--- config.mk ---
export PLATFORM = sky130hd
export DESIGN_NAME = pipe_hazard_ctl
export DESIGN_NICKNAME = d
export VERILOG_FILES = /design/src/rtl/hz_pkg.sv /design/src/rtl/hz_stage_pipe.sv /design/src/rtl/hz_src_resolve.sv /design/src/rtl/pipe_hazard_ctl.sv
export SDC_FILE = /design/constraint.sdc
export NUM_CORES = 1
export LEC_CHECK = 0
export ABC_AREA = 1
export ABC_CLOCK_PERIOD_IN_PS = 2200
export CAP_MARGIN = 10
export CORE_MARGIN = 1.5
export CORE_UTILIZATION = 49
export CTS_BUF_LIST = sky130_fd_sc_hd__clkbuf_4 sky130_fd_sc_hd__clkbuf_8 sky130_fd_sc_hd__clkbuf_16
export CTS_CLUSTER_DIAMETER = 80
export CTS_CLUSTER_SIZE = 12
export DETAILED_ROUTE_END_ITERATION = 16
export HOLD_SLACK_MARGIN = 0.1
export PLACE_DENSITY = 0.9
export SETUP_SLACK_MARGIN = 0.1
export SLEW_MARGIN = 10
export SYNTH_ARGS = -nofsm -noshare
export SYNTH_HDL_FRONTEND = slang
export SYNTH_SLANG_ARGS = --single-unit
--- constraint.sdc ---
create_clock -name clk -period 2.2 [get_ports clk]
set_clock_uncertainty 0.05 [all_clocks]
set_input_delay 0.44 -clock clk [delete_from_list [all_inputs] [get_ports clk]]
set_output_delay 0.44 -clock clk [all_outputs]
set_load 0.02 [all_outputs]
--- src/rtl/hz_pkg.sv ---
package hz_pkg;

    // Class of the instruction held in one pipeline stage record
    typedef enum logic [1:0] {
        OCC_EMPTY = 2'd0,
        OCC_ALU   = 2'd1,
        OCC_LOAD  = 2'd2
    } occ_e;

    // Operand source select presented to the decode-side mux
    typedef enum logic [1:0] {
        SEL_RF  = 2'd0,
        SEL_EX  = 2'd1,
        SEL_MEM = 2'd2
    } fwd_e;

endpackage

--- src/rtl/hz_stage_pipe.sv ---
module hz_stage_pipe
    import hz_pkg::*;
#(
    parameter int AW = 5
) (
    input  logic          clk,
    input  logic          rst_n,
    input  logic          issue,
    input  occ_e          in_occ,
    input  logic [AW-1:0] in_rd,
    output occ_e          x_occ,
    output logic [AW-1:0] x_rd,
    output occ_e          m_occ,
    output logic [AW-1:0] m_rd,
    output occ_e          w_occ,
    output logic [AW-1:0] w_rd
);

    localparam int NSTG = 3;   // execute, memory, writeback

    occ_e          occ_q [NSTG];
    logic [AW-1:0] rd_q  [NSTG];
    occ_e          head_occ;
    logic [AW-1:0] head_rd;

    // Next state of the execute record: issue or bubble
    always_comb begin
        if (issue) begin
            head_occ = in_occ;
            head_rd  = in_rd;
        end else begin
            head_occ = OCC_EMPTY;
            head_rd  = '0;
        end
    end

    // State register for all stage records
    always_ff @(posedge clk) begin
        if (!rst_n) begin
            for (int s = 0; s < NSTG; s++) begin
                occ_q[s] <= OCC_EMPTY;
                rd_q[s]  <= '0;
            end
        end else begin
            occ_q[0] <= head_occ;
            rd_q[0]  <= head_rd;
            for (int s = 1; s < NSTG; s++) begin
                occ_q[s] <= occ_q[s-1];
                rd_q[s]  <= rd_q[s-1];
            end
        end
    end

    assign x_occ = occ_q[0];
    assign x_rd  = rd_q[0];
    assign m_occ = occ_q[1];
    assign m_rd  = rd_q[1];
    assign w_occ = occ_q[2];
    assign w_rd  = rd_q[2];

endmodule

--- src/rtl/hz_src_resolve.sv ---
module hz_src_resolve
    import hz_pkg::*;
#(
    parameter int AW = 5
) (
    input  logic          active,
    input  logic [AW-1:0] idx,
    input  occ_e          x_occ,
    input  logic [AW-1:0] x_rd,
    input  occ_e          m_occ,
    input  logic [AW-1:0] m_rd,
    output fwd_e          sel,
    output logic          load_hit
);

    logic x_hit;
    logic m_hit;

    assign x_hit = active && (x_occ != OCC_EMPTY) && (x_rd == idx);
    assign m_hit = active && (m_occ != OCC_EMPTY) && (m_rd == idx);

    // Youngest producer wins; a load still in execute cannot be forwarded
    always_comb begin
        sel      = SEL_RF;
        load_hit = 1'b0;
        if (x_hit) begin
            unique case (x_occ)
                OCC_ALU:  sel      = SEL_EX;
                OCC_LOAD: load_hit = 1'b1;
                default:  sel      = SEL_RF;
            endcase
        end else if (m_hit) begin
            sel = SEL_MEM;
        end
    end

endmodule

--- src/rtl/pipe_hazard_ctl.sv ---
module pipe_hazard_ctl
    import hz_pkg::*;
#(
    parameter int AW   = 5,
    parameter int NSRC = 2
) (
    input  logic                     clk,
    input  logic                     rst_n,
    input  logic                     dec_valid,
    input  logic [NSRC-1:0][AW-1:0]  dec_src_idx,
    input  logic [NSRC-1:0]          dec_src_use,
    input  logic [AW-1:0]            dec_rd,
    input  logic                     dec_wen,
    input  logic                     dec_load,
    output logic                     stall,
    output logic [NSRC-1:0][1:0]     fwd_sel,
    output logic                     wb_wen,
    output logic [AW-1:0]            wb_rd
);

    occ_e          dec_occ;
    occ_e          x_occ;
    occ_e          m_occ;
    occ_e          w_occ;
    logic [AW-1:0] x_rd;
    logic [AW-1:0] m_rd;
    logic [AW-1:0] w_rd;
    logic          issue;
    logic [NSRC-1:0] load_hit;
    fwd_e          sel_w [NSRC];

    // Class of the decode instruction
    always_comb begin
        unique case ({dec_wen, dec_load})
            2'b10:   dec_occ = OCC_ALU;
            2'b11:   dec_occ = OCC_LOAD;
            default: dec_occ = OCC_EMPTY;
        endcase
    end

    assign stall = |load_hit;
    assign issue = dec_valid & ~stall;

    hz_stage_pipe #(.AW(AW)) u_pipe (
        .clk    (clk),
        .rst_n  (rst_n),
        .issue  (issue),
        .in_occ (dec_occ),
        .in_rd  (dec_rd),
        .x_occ  (x_occ),
        .x_rd   (x_rd),
        .m_occ  (m_occ),
        .m_rd   (m_rd),
        .w_occ  (w_occ),
        .w_rd   (w_rd)
    );

    for (genvar i = 0; i < NSRC; i++) begin : g_src
        logic src_active;
        assign src_active = dec_valid & dec_src_use[i] & (dec_src_idx[i] != '0);

        hz_src_resolve #(.AW(AW)) u_res (
            .active   (src_active),
            .idx      (dec_src_idx[i]),
            .x_occ    (x_occ),
            .x_rd     (x_rd),
            .m_occ    (m_occ),
            .m_rd     (m_rd),
            .sel      (sel_w[i]),
            .load_hit (load_hit[i])
        );

        assign fwd_sel[i] = sel_w[i];
    end

    assign wb_wen = (w_occ != OCC_EMPTY);
    assign wb_rd  = w_rd;

endmodule

# ---- Word level (Yosys, flattened, before mapping)
# Memory sizes are Yosys's and may differ from the RTL's.
# Index checks and enable logic that the tools add are counted.
dict set report word_totals {
  regBits 0
  ram_bits 21
  in_bits 22
  n_memories 2
}
# name words width rd rd_clocked_by_memory_dff write_ports line
set mem_list {}
lappend mem_list {u_pipe.rd_q 3 5 3 0 3 hz_stage_pipe.sv:22} ;# logic [AW-1:0] rd_q [NSTG];
lappend mem_list {u_pipe.occ_q 3 2 3 0 3 hz_stage_pipe.sv:21} ;# occ_e occ_q [NSTG];
dict set report classes {
  eq_ne 8
  mux 19
  bitwise_logic 12
  n_reduce_logical 14
}
# op n
set ops {}
lappend ops {{$eq A5 B5 Y1} 4}
lappend ops {{$mux W5} 4}
lappend ops {{$mux W2} 8}
lappend ops {{$reduce_bool A5 Y1} 2}
lappend ops {{$logic_and A1 B1 Y1} 8}
lappend ops {{$eq A2 B2 Y1 const B} 3}
lappend ops {{$mux W1} 6}
lappend ops {{$or A1 B1 Y1} 6}
lappend ops {{$reduce_bool A2 Y1} 3}
lappend ops {{$and A1 B1 Y1} 5}
lappend ops {{$pmux W2 S2} 1}
lappend ops {{$eq A2 B1 Y1 const B} 1}
lappend ops {{$reduce_or A2 Y1} 1}
lappend ops {{$not A1 Y1} 1}

# ---- Logic depth before layout (Yosys ltp)
dict set report depth {
  depth_word 10
  ltp_mapped 10
  ltp_nobuf 10
}

# ---- Hierarchy
# A second synthesis with hierarchy kept.
dict set report unflattened {
  cells_unflattened 221
  area_unflattened_um2 1219.9
}
# mod instances cells_per_inst area_per_inst_um2 seq_area_each_um2
set modules_own_cells {}
lappend modules_own_cells {hz_stage_pipe 1 65 589.3 420.4}
lappend modules_own_cells {hz_src_resolve 2 66 264.0 0.0}
lappend modules_own_cells {pipe_hazard_ctl 1 24 102.6 0.0}

# ---- Worst setup path before layout
# OpenSTA, ideal clock, no wires.
dict set report synth_timing {
  kind {input-to-output}
  start {input port dec_src_idx[8] (netlist name)}
  end {output port fwd_sel[3] (netlist name)}
  t_arrival_ns 1.366
  required_ns 1.710
  slack_ns 0.344
  cell_stages 6
  n_path_buf 0
  path_cell_list {inv_1 or2_2 nand3_1 nor3_1 nand2_1 nor3b_1}
}
# element line
set synth_lines {}
lappend synth_lines {{start: declaration} pipe_hazard_ctl.sv:10} ;# input logic [NSRC-1:0][AW-1:0] dec_src_idx,
lappend synth_lines {{end: declaration} pipe_hazard_ctl.sv:16} ;# output logic [NSRC-1:0][1:0] fwd_sel,

==> results.toml <==
[sta]
max_freq_ghz = 0.475
slew_viol_final = 0
fin_crit_ns = 2.10
finalHoldViolCount = 0
finalSetupViolCount = 0
rsz0062_at_grt = "yes"
holdWs_ns = 0.380
fin_crit_sh = 0.956
worstMarginPinSlew_ns = 0.223
slew_headroom = 0.850

[floorplan]
std_cell_rows = 16
fp.dieW_um = 49.9
die-area_mm2 = 0.00249
core_area_mm2 = 0.00202
pin_count = 33
initial_utilization = 0.534
die_h_um = 49.9

[detailed_routing]
vias = 1121
drtIter0Drc = 36
firstDrtPassIters = 4
vias_per_cell = 4.90
ant_nets = 0
wl_mm = 2.87
wire_per_inst_um = 12.5
drc_errors = 0

[yosys]
ys_seq_area_frac = 0.389
synthMuxAreaShare = 0
synth_top_area_frac = 0.389
synth_simple_gate_area_frac = 0.371
synth-adder-area-share = 0
synth.net_count = 181
syn_area_mm2 = 0.00108
yosys_warnings = 0
synth.distinct_cells = 19
ys_ff_latch = 21
synth_top_family_by_area = "simple AND/OR/NAND/NOR gates"
synth.area.top_cells = "dfxtp_1, inv_1, nand2_1, xor2_1, nor2_2"
synth_compound_area_frac = 0.00927
synth_area_leader_cell = "dfxtp_1"
postSynthCellCount = 159
synth_xor_area_frac = 0.0811
syn_avg_cell_area_um2 = 6.79

[worst_setup_path]
crit_buf_inv = 2
critPathMaxStageDelay_ns = 0.27
path_class = "primary input to output pin"
critPathTopFamily = "simple AND/OR/NAND/NOR gates"
crit_path_cell_trace = "dlygate4sd2_1 -> xnor2_1 -> nand2_1 -> nor2_2 -> nand3_4 -> nor3_4 -> buf_6"
cpMaxStageDelayCell = "dlygate4sd2_1"
crit_required_ns = 1.71
arrival_ns = 1.61
cp-start-kind = "primary input"
worstSetupEndpointType = "output pin"
crit_path_max_fanout = 3

[global_route]
grt_max_degree = 15
gr-usage-all-layers = 0.239
overflow = 0
grt_first_pass_wirelength_mm = 4.46
first_global_vias = 1086
antenna_found_initial = 0

[clock_network]
h-tree-depth = 1
clock_tree.buffer_depth = 2
postCtsHoldBufs = 0
clock-sinks = 21
cts_made_buffers = 3
clk_pin_slew_ns = 0.12
cts_tree = "done"
cts-root-buf = "clkbuf_4"
clk-insertion-delay-late_ns = 0.31

[min_path]
holdCritPathClass = "flip-flop to flip-flop"

[place]
routabilityCongestion = 0.951
portBuffers = 32
place_hpwl_mm = 2.01

[cells_and_area]
layout_commonest_cell = "nand2_1"
nets = 225
drive_above_1_share = 0.312
n_antenna_cell = 0
area_growth_pct = 46.2
layout_common_cells = "nand2_1, inv_1, clkdlybuf4s50_1"

[power]
p_leak_nw = 0.871
peakVddDrop_uv = 352
power_density_mw_per_mm2 = 455
power_w = 0.000719

[run_status]
status = "completed"

[run]
cap_viol_max_count = 0
per-layer routing:
metal,global-route usage,part of all wire,routed length [um]
met1,0.252,0.39,1130
met2,0.460,0.52,1490
met3,0.0273,0.048,137
met4,0.116,0.038,108
met5,0,0,0
final timing paths:
check | start | endpoint | slack (ns) | cells after the start
worst max register to register | u_pipe.occ_q[0][0]$_SDFF_PN0_ | u_pipe.rd_q[0][0]$_SDFF_PN0_ | 0.72 | 10
worst min-delay path | u_pipe.occ_q[0][3]$_SDFF_PN0_ | u_pipe.occ_q[0][5]$_SDFF_PN0_ | 0.38 | 2
worst min register to register | u_pipe.occ_q[0][3]$_SDFF_PN0_ | u_pipe.occ_q[0][5]$_SDFF_PN0_ | 0.38 | 2
worst max-delay path | dec_src_idx[8] | fwd_sel[2] | 0.1 | 7
flip-flops by register name, summed over array words and instances, names as in the netlist:
name	flops
u_pipe.occ_q	6
u_pipe.rd_q	15
metrics by stage:
step	cell area, um^2	cells	setup WS [ns]	utilization	TNS, ns
2_1_floorplan	1080	159	0.344	-	0
3_3_place_gp	1480	223	-0.531	0.730	-2.48
3_5_place_dp	1480	223	-0.592	0.730	-2.77
4_1_cts	1500	227	0.116	0.740	0
5_1_grt	1580	229	0.0449	0.781	0
6_report	1580	229	0.0965	0.781	0
synth_stat cells (all sizes together):
cell type	n
nand2	44
xor2	6
o21ai	1
nand3	9
dfxtp	21
inv	42
xnor2	4
clkbuf	1
nor3	5
a21oi	1
nor3b	2
or2	3
nor2	20
cell type report:
cell class	instances	area, um^2
inverters	42	158
fillers	149	443
clock buffers	3	22.5
flip-flops and latches	21	435
clock inverters	1	5.00
repair buffers	40	349
multi-input cells	95	576
well taps	27	33.8
power by group:
| group | internal, W | switching, W |
|---|---|---|
| sequential | 0.000389 | 0.00000974 |
| combinational | 0.0000612 | 0.0000698 |
| clock | 0.0000680 | 0.000121 |
| total | 0.000518 | 0.000200 |
cells by family after synthesis:
kind of cell / count (synthesis)
flip-flops: 21
buffers and inverters: 43
XOR/XNOR: 10
AO/OA/AOI/OAI: 2
AND/OR/NAND/NOR: 83
worst reg2reg max path, delay by kind of cell, from the launching register on:
family	cells	cell delay, ns
DFF	1	0.38
and+or+nand+nor	9	0.82
buffers and inverters	1	0.15
timing repair:
item	CTS	global route
gates resized for setup	44	42
pin swaps	3	11
buffers inserted	0	2
cloned	0	0
endpoints found under the setup margin	5	5
No activity file was read; power rests on OpenSTA's default activity.
